<file path="src/rtl/acc_alu_pkg.sv">
package acc_alu_pkg;

   localparam int OP_W   = 5;
   localparam int FLAG_N = 5;

   // status word bit positions
   localparam int F_CY = 0;
   localparam int F_P  = 1;
   localparam int F_AC = 2;
   localparam int F_Z  = 3;
   localparam int F_S  = 4;

   typedef enum logic [OP_W-1:0] {
      OP_ADD  = 5'd0,
      OP_ADC  = 5'd1,
      OP_SUB  = 5'd2,
      OP_SBB  = 5'd3,
      OP_INC  = 5'd4,
      OP_DEC  = 5'd5,
      OP_AND  = 5'd6,
      OP_OR   = 5'd7,
      OP_XOR  = 5'd8,
      OP_CMA  = 5'd9,
      OP_CMP  = 5'd10,
      OP_RLC  = 5'd11,
      OP_RRC  = 5'd12,
      OP_RAL  = 5'd13,
      OP_RAR  = 5'd14,
      OP_DAA  = 5'd15,
      OP_STC  = 5'd16,
      OP_CMC  = 5'd17,
      OP_PAIR = 5'd18
   } alu_op_e;

   typedef logic [FLAG_N-1:0] flag_vec_t;

   localparam flag_vec_t WEN_ALL  = 5'b11111;
   localparam flag_vec_t WEN_NOCY = 5'b11110;
   localparam flag_vec_t WEN_CY   = 5'b00001;

endpackage

</file>
<file path="src/rtl/acc_alu_addsub.sv">
// Shared add / subtract unit with nibble carry (or borrow) output.
module acc_alu_addsub #(
   parameter int W     = 8,
   parameter int NIB_W = 4
) (
   input  logic [W-1:0] a,
   input  logic [W-1:0] b,
   input  logic         cin,
   input  logic         sub,
   output logic [W-1:0] sum,
   output logic         cout,
   output logic         half
);
   logic [W-1:0]     b_eff;
   logic             c_eff;
   logic [W:0]       full;
   logic [NIB_W:0]   low;

   always_comb begin
      b_eff = sub ? ~b : b;
      c_eff = sub ? ~cin : cin;
      full  = {1'b0, a} + {1'b0, b_eff} + {{W{1'b0}}, c_eff};
      low   = {1'b0, a[NIB_W-1:0]} + {1'b0, b_eff[NIB_W-1:0]} + {{NIB_W{1'b0}}, c_eff};
      sum   = full[W-1:0];
      // carry out inverted gives borrow when subtracting
      cout  = full[W] ^ sub;
      half  = low[NIB_W] ^ sub;
   end
endmodule

</file>
<file path="src/rtl/acc_alu_rotate.sv">
// One-position rotate, plain or through carry.
module acc_alu_rotate #(
   parameter int W = 8
) (
   input  logic [W-1:0] a,
   input  logic         cin,
   input  logic [1:0]   mode,   // 0 left, 1 right, 2 left via carry, 3 right via carry
   output logic [W-1:0] y,
   output logic         cout
);
   always_comb begin
      unique case (mode)
         2'd0: begin y = {a[W-2:0], a[W-1]}; cout = a[W-1]; end
         2'd1: begin y = {a[0], a[W-1:1]};   cout = a[0];   end
         2'd2: begin y = {a[W-2:0], cin};    cout = a[W-1]; end
         default: begin y = {cin, a[W-1:1]}; cout = a[0];   end
      endcase
   end
endmodule

</file>
<file path="src/rtl/acc_alu_decadj.sv">
// Two-digit BCD correction after a binary add.
module acc_alu_decadj #(
   parameter int W     = 8,
   parameter int NIB_W = 4
) (
   input  logic [W-1:0] a,
   input  logic         ac_in,
   input  logic         cy_in,
   output logic [W-1:0] y,
   output logic         ac_out,
   output logic         cy_out
);
   localparam logic [NIB_W-1:0] DIGIT_MAX = NIB_W'(9);
   localparam logic [NIB_W:0]   FIX_LO    = (NIB_W+1)'(6);

   logic           lo_fix, hi_fix;
   logic [NIB_W:0] lo_sum;
   logic [W:0]     step1;
   logic [W:0]     step2;

   always_comb begin
      lo_fix = (a[NIB_W-1:0] > DIGIT_MAX) || ac_in;
      lo_sum = {1'b0, a[NIB_W-1:0]} + (lo_fix ? FIX_LO : '0);
      step1  = {1'b0, a} + {{(W-NIB_W){1'b0}}, (lo_fix ? FIX_LO : '0)};
      hi_fix = (step1[W-1:NIB_W] > DIGIT_MAX) || step1[W] || cy_in;
      step2  = {1'b0, step1[W-1:0]} + (hi_fix ? {1'b0, 4'd6, {NIB_W{1'b0}}} : '0);
      y      = step2[W-1:0];
      ac_out = lo_sum[NIB_W];
      cy_out = hi_fix;
   end
endmodule

</file>
<file path="src/rtl/acc_alu_flagreg.sv">
// Status register with one write enable per flag.
module acc_alu_flagreg #(
   parameter int N = 5
) (
   input  logic         clk,
   input  logic         rst_n,
   input  logic         load,
   input  logic [N-1:0] wen,
   input  logic [N-1:0] d,
   output logic [N-1:0] q,
   output logic [N-1:0] nxt
);
   for (genvar i = 0; i < N; i++) begin : g_flag
      logic bit_q;
      always_ff @(posedge clk or negedge rst_n) begin
         if (!rst_n)                bit_q <= 1'b0;
         else if (load && wen[i])   bit_q <= d[i];
      end
      assign q[i]   = bit_q;
      assign nxt[i] = wen[i] ? d[i] : bit_q;
   end
endmodule

</file>
<file path="src/rtl/acc_alu_core.sv">
module acc_alu_core
   import acc_alu_pkg::*;
#(
   parameter int DATA_W = 8,
   parameter int PAIR_W = 2 * DATA_W
) (
   input  logic              clk,
   input  logic              rst_n,
   input  logic              op_valid,
   input  logic [OP_W-1:0]   op_sel,
   input  logic [DATA_W-1:0] opa,
   input  logic [DATA_W-1:0] opb,
   input  logic [PAIR_W-1:0] pair_a,
   input  logic [PAIR_W-1:0] pair_b,
   output logic [DATA_W-1:0] result,
   output logic [PAIR_W-1:0] pair_sum,
   output logic [FLAG_N-1:0] flags_nxt,
   output logic [FLAG_N-1:0] flags_q
);
   localparam int NIB_W = 4;

   if (DATA_W != 2 * NIB_W) begin : g_bad_data_w
      $error("acc_alu_core: DATA_W must be two BCD digits wide (8)");
   end
   if (PAIR_W < DATA_W) begin : g_bad_pair_w
      $error("acc_alu_core: PAIR_W must not be narrower than DATA_W");
   end

   alu_op_e op;
   assign op = alu_op_e'(op_sel);

   // ---------------- add / subtract ----------------
   logic [DATA_W-1:0] add_b, add_sum;
   logic              add_cin, add_sub, add_cout, add_half;

   always_comb begin
      add_b   = opb;
      add_cin = 1'b0;
      add_sub = 1'b0;
      unique case (op)
         OP_ADC: add_cin = flags_q[F_CY];
         OP_SUB, OP_CMP: add_sub = 1'b1;
         OP_SBB: begin add_sub = 1'b1; add_cin = flags_q[F_CY]; end
         OP_INC: add_b = DATA_W'(1);
         OP_DEC: begin add_b = DATA_W'(1); add_sub = 1'b1; end
         default: ;
      endcase
   end

   acc_alu_addsub #(.W(DATA_W), .NIB_W(NIB_W)) u_addsub (
      .a(opa), .b(add_b), .cin(add_cin), .sub(add_sub),
      .sum(add_sum), .cout(add_cout), .half(add_half)
   );

   // ---------------- rotates ----------------
   logic [1:0]        rot_mode;
   logic [DATA_W-1:0] rot_y;
   logic              rot_c;

   always_comb begin
      unique case (op)
         OP_RRC:  rot_mode = 2'd1;
         OP_RAL:  rot_mode = 2'd2;
         OP_RAR:  rot_mode = 2'd3;
         default: rot_mode = 2'd0;
      endcase
   end

   acc_alu_rotate #(.W(DATA_W)) u_rotate (
      .a(opa), .cin(flags_q[F_CY]), .mode(rot_mode), .y(rot_y), .cout(rot_c)
   );

   // ---------------- decimal adjust ----------------
   logic [DATA_W-1:0] da_y;
   logic              da_ac, da_cy;

   acc_alu_decadj #(.W(DATA_W), .NIB_W(NIB_W)) u_decadj (
      .a(opa), .ac_in(flags_q[F_AC]), .cy_in(flags_q[F_CY]),
      .y(da_y), .ac_out(da_ac), .cy_out(da_cy)
   );

   // ---------------- register-pair adder ----------------
   logic [PAIR_W:0] pair_full;
   logic            pair_c;
   assign pair_full = {1'b0, pair_a} + {1'b0, pair_b};
   assign pair_sum  = pair_full[PAIR_W-1:0];
   assign pair_c    = pair_full[PAIR_W];

   // ---------------- result and flag selection ----------------
   logic [DATA_W-1:0] res, szp_src;
   flag_vec_t         fd, wen;

   always_comb begin
      res = opa;
      fd  = '0;
      wen = '0;
      unique case (op)
         OP_ADD, OP_ADC, OP_SUB, OP_SBB: begin
            res = add_sum; wen = WEN_ALL;
            fd[F_CY] = add_cout; fd[F_AC] = add_half;
         end
         OP_CMP: begin
            wen = WEN_ALL;
            fd[F_CY] = add_cout; fd[F_AC] = add_half;
         end
         OP_INC, OP_DEC: begin
            res = add_sum; wen = WEN_NOCY; fd[F_AC] = add_half;
         end
         OP_AND: begin
            res = opa & opb; wen = WEN_ALL; fd[F_AC] = 1'b1;
         end
         OP_OR:  begin res = opa | opb; wen = WEN_ALL; end
         OP_XOR: begin res = opa ^ opb; wen = WEN_ALL; end
         OP_CMA: res = ~opa;
         OP_RLC, OP_RRC, OP_RAL, OP_RAR: begin
            res = rot_y; wen = WEN_CY; fd[F_CY] = rot_c;
         end
         OP_DAA: begin
            res = da_y; wen = WEN_ALL;
            fd[F_AC] = da_ac; fd[F_CY] = da_cy;
         end
         OP_STC:  begin wen = WEN_CY; fd[F_CY] = 1'b1; end
         OP_CMC:  begin wen = WEN_CY; fd[F_CY] = ~flags_q[F_CY]; end
         OP_PAIR: begin wen = WEN_CY; fd[F_CY] = pair_c; end
         default: ;
      endcase
      szp_src  = (op == OP_CMP) ? add_sum : res;
      fd[F_S]  = szp_src[DATA_W-1];
      fd[F_Z]  = (szp_src == '0);
      fd[F_P]  = ~^szp_src;
   end

   assign result = res;

   acc_alu_flagreg #(.N(FLAG_N)) u_flags (
      .clk(clk), .rst_n(rst_n), .load(op_valid),
      .wen(wen), .d(fd), .q(flags_q), .nxt(flags_nxt)
   );

endmodule

</file>
<file path="config.mk">
export PLATFORM = sky130hd
export DESIGN_NAME = acc_alu_core
export DESIGN_NICKNAME = d
export VERILOG_FILES = /design/src/rtl/acc_alu_pkg.sv /design/src/rtl/acc_alu_addsub.sv /design/src/rtl/acc_alu_rotate.sv /design/src/rtl/acc_alu_decadj.sv /design/src/rtl/acc_alu_flagreg.sv /design/src/rtl/acc_alu_core.sv
export SDC_FILE = /design/constraint.sdc
export NUM_CORES = 1
export LEC_CHECK = 0
export BUFFER_PORTS_ARGS = -buffer_cell sky130_fd_sc_hd__buf_2
export CAP_MARGIN = 20
export CORE_ASPECT_RATIO = 0.5
export CORE_MARGIN = 2
export CORE_UTILIZATION = 45
export DETAILED_ROUTE_END_ITERATION = 8
export PLACE_DENSITY = 0.82
export SETUP_SLACK_MARGIN = 0.2
export SYNTH_ARGS = -nofsm -noshare
export SYNTH_HDL_FRONTEND = slang
export SYNTH_SLANG_ARGS = --single-unit
export TNS_END_PERCENT = 10
</file>
<file path="constraint.sdc">
create_clock -name clk -period 5.5 [get_ports clk]
set_clock_uncertainty 0.2 [all_clocks]
set_input_delay 0.825 -clock clk [delete_from_list [all_inputs] [get_ports clk]]
set_output_delay 0.825 -clock clk [all_outputs]
set_load 0.05 [all_outputs]
</file>
==> out/results.txt <==
crit-path most repeated cell: buf_4
sequential-to-total area share from yosys stat: 3.909%
Ports: 90
Port Buf Inserts: 89
CP Launch Type: input pin
fmax: 176.3 MHz
Post-synth EDFFs: 0
Setup violations, final: 2
most frequent cell after synthesis: a21oi_1
CP Max Fanout: 3
Critical Path End Type: output pin
n_diodes: 0
ys flop type: dfrtp_1
Die Height: 63.64 um
Overall Power: 892.8 uW
CP top delay family: adder cells
reg2reg end: u_flags.g_flag[1].bit_q
final core utilization: 63.23%
Netlist cell types: 70
vias per cell: 5.962
Largest regs: u_flags.g_flag.bit_q: 5 flops
area grow syn2layout: 33.93%
Multi-input gate area: 2983 um^2
initial antenna violation count: 0
Die W: 123.3 um
status: complete, but fails checks
TritonCTS Sinks: 5
Required @ worst endpoint: 4.47 ns
Max Cap Viol: 0
Post-Syn Instances: 468
Synth async-reset ratio: 100.0%
clk_lat worst skew: 0.23 ns
fin nets: 692
Slew headroom: 38.60%
Synth Cell Area: 3201 um^2
Lkg Pwr: 0.002086 uW
Setup Total Neg Slack: -0.3403 ns
H-tree levels: 1
largest net degree at the start of global routing: 27
die area: 7844 um^2
Peak VDD IR: 156.0 uV
Reg2Reg Depth: 19
Tightest Pin Transition: 0.8978 ns
placed insts: 664
Syn Nets: 575
Final Critical Period: 5.673 ns
GRT overflow: 0
Reg with most FFs: u_flags.g_flag.bit_q
synthesized flop and latch total: 5
number of global-route vias before repair: 3696
RR Startpoint: u_flags.g_flag[2].bit_q
GPL Wtd Cong: 0.9727
syn_area_per_cell: 6.839 um^2
ratio of cells with drive above 1 in the final layout: 31.16%
All-Layer GR Usage: 27.16%
CTS Buffer Depth: 2
final wirelength: 10810 um
power density cells: 208.3 nW/um^2
Reg2Reg Setup Slack: 1.08 ns
num rows: 21
Core Area: 6779 um^2
CTS Buf Count: 3
Yosys warning count: 0
Arr. time, crit path: 4.65 ns
first-pass GRT wire length: 17140 um
final cell count without fillers: 676
root cell of the clock tree: clkbuf_16
Tcrit/Tclk final: 103.2%
Synth top cells by count: 47 x a21oi_1, 46 x ha_1, 45 x nand2_1, 43 x nor2_1, 32 x inv_1
Largest register FFs: 5
failing checks: negative setup slack
Slowest-stage cell, CP: fa_2
drc violations: 0
cell taking the most area after synthesis: ha_1
post-DR wirelength/cell: 15.99 um
final hold vios: 0
max-slew violations: 0
setup ws final: -0.1734 ns
pre-CTS setup slack: -0.5263 ns
fill count: 557
area occupied by registers: 125.1 um^2
hold crit path type: input pin to async pin
Worst path max stage delay: 0.53 ns
RSZ-0062 raised after global routing: yes
CTS Hold Bufs: 0
1st-iter DRT viols: 351
Clk pin slew, worst setup/hold paths: 0.04 ns
worst setup path class: input pin to output pin
ranking of synthesized cells by area: ha_1 18%, a21oi_1 7.3%, nand2_1 5.3%, nor2_1 5.0%, xnor2_1 4.9%
drt first pass iters: 5
instance count on the critical path: 26
DRT antenna net count: 0
CP Buf/Inv Count: 11
Initial Util: 47.21%
Yosys top cell area share: 17.98%
DP HPWL: 8198 um
routed vias: 4030
CTS tree: built
## cells by family (layout without fill, tap and decap cells)
group           Yosys count  in the layout  synth area share, %
buf+inv                  58            174                7.975
compound gates          154            154                30.77
flops                     5              5                3.909
simple gates            165            165                26.00
fa+ha+maj                51             51                21.11
mux                      12             12                3.948
xor+xnor                 23             23                6.294
## where the power goes
part | leakage (uW) | switching (uW) | internal, uW
clock network | 0.0000382 | 26.8 | 96.3
registers | 0.0000628 | 9.73 | 45.5
logic | 0.00199 | 449 | 266
total | 0.00209 | 485 | 407
## timing repair
action	CTS	global route
resized for setup	28	9
setup buffers	8	0
pin swaps	14	7
setup endpoints to repair	3	4
## worst reg2reg max path: stages, from the launching register on
cell      delay (ns)
dfrtp_1         0.38
nand2b_1        0.18
ha_2            0.22
inv_2           0.04
fa_2            0.34
nand3b_4        0.18
buf_6           0.15
a31oi_1         0.13
a211o_1         0.17
ha_2            0.17
fa_2            0.44
a21oi_2         0.13
nor2_1          0.06
a211o_1         0.30
nor4_4          0.16
o31a_1          0.22
ha_4            0.22
xnor2_2         0.14
xnor2_2         0.16
mux2_1          0.31
## placed cells by master, fill, tap and decap left out, types with 3 or more instances in the layout
master,Yosys,layout
buf_6,0,6
nor3_1,10,8
ha_1,46,42
nand2_1,45,43
o211ai_1,7,7
buf_4,6,47
and3b_1,3,3
a22oi_1,4,4
a211oi_1,6,6
a21oi_1,47,43
and2_1,4,4
xnor2_1,18,15
and3_1,7,7
o21ai_1,6,7
nor2_1,43,43
inv_1,32,30
xor2_1,5,5
or3_1,3,3
o31ai_1,3,3
nand4_1,4,4
mux2i_1,7,7
inv_2,1,3
a31oi_1,10,10
nand3_1,12,11
o21ai_0,30,27
a21oi_2,0,3
nor3_2,1,3
o21a_1,3,3
xnor2_2,0,3
a21o_1,4,4
a221oi_1,6,6
dfrtp_1,5,5
fa_2,0,4
mux2_2,4,4
o21bai_1,3,3
nor2b_1,7,7
or2_1,3,3
buf_2,12,82
clkbuf_16,0,3
nand2b_1,5,5
## worst max path at each step
stage,start,end,slack [ns]
floorplan,op_sel[0],flags_nxt[1],-0.09
global placement,opa[2],flags_nxt[1],-0.33
detailed placement,opa[2],flags_nxt[1],-0.53
CTS,opa[2],flags_nxt[1],-0.13
global route,opa[2],flags_nxt[1],-0.34
finish,opa[2],result[6],-0.17
## per-layer routing
| metal | global-route usage (%) | vias to the layer above | part of all wire (%) |
|---|---|---|---|
| met4 | 9.375 | 0 | 2.4 |
| li1 | - | 1948 | - |
| met5 | 0 | - | 0 |
| met3 | 5.978 | 27 | 11 |
| met1 | 34.90 | 1822 | 42 |
| met2 | 44.64 | 233 | 45 |
## cell type report
type	count	area share (%)
Clock buffer	4	1.839
Inverter	33	2.890
Multi-Input combinational cell	405	69.59
Sequential cell	5	2.919
Tap cell	92	2.685
Timing Repair Buffer	137	20.08
## through the flow
step                area (um^2)  hold WS [ns]
finish                     4287        0.2027
global route               4287        0.2125
global placement           3974        0.2847
detailed placement         3974        0.3010
floorplan                  3273        0.2724
CTS                        4235        0.2083
(Power assumes the default switching activity.)
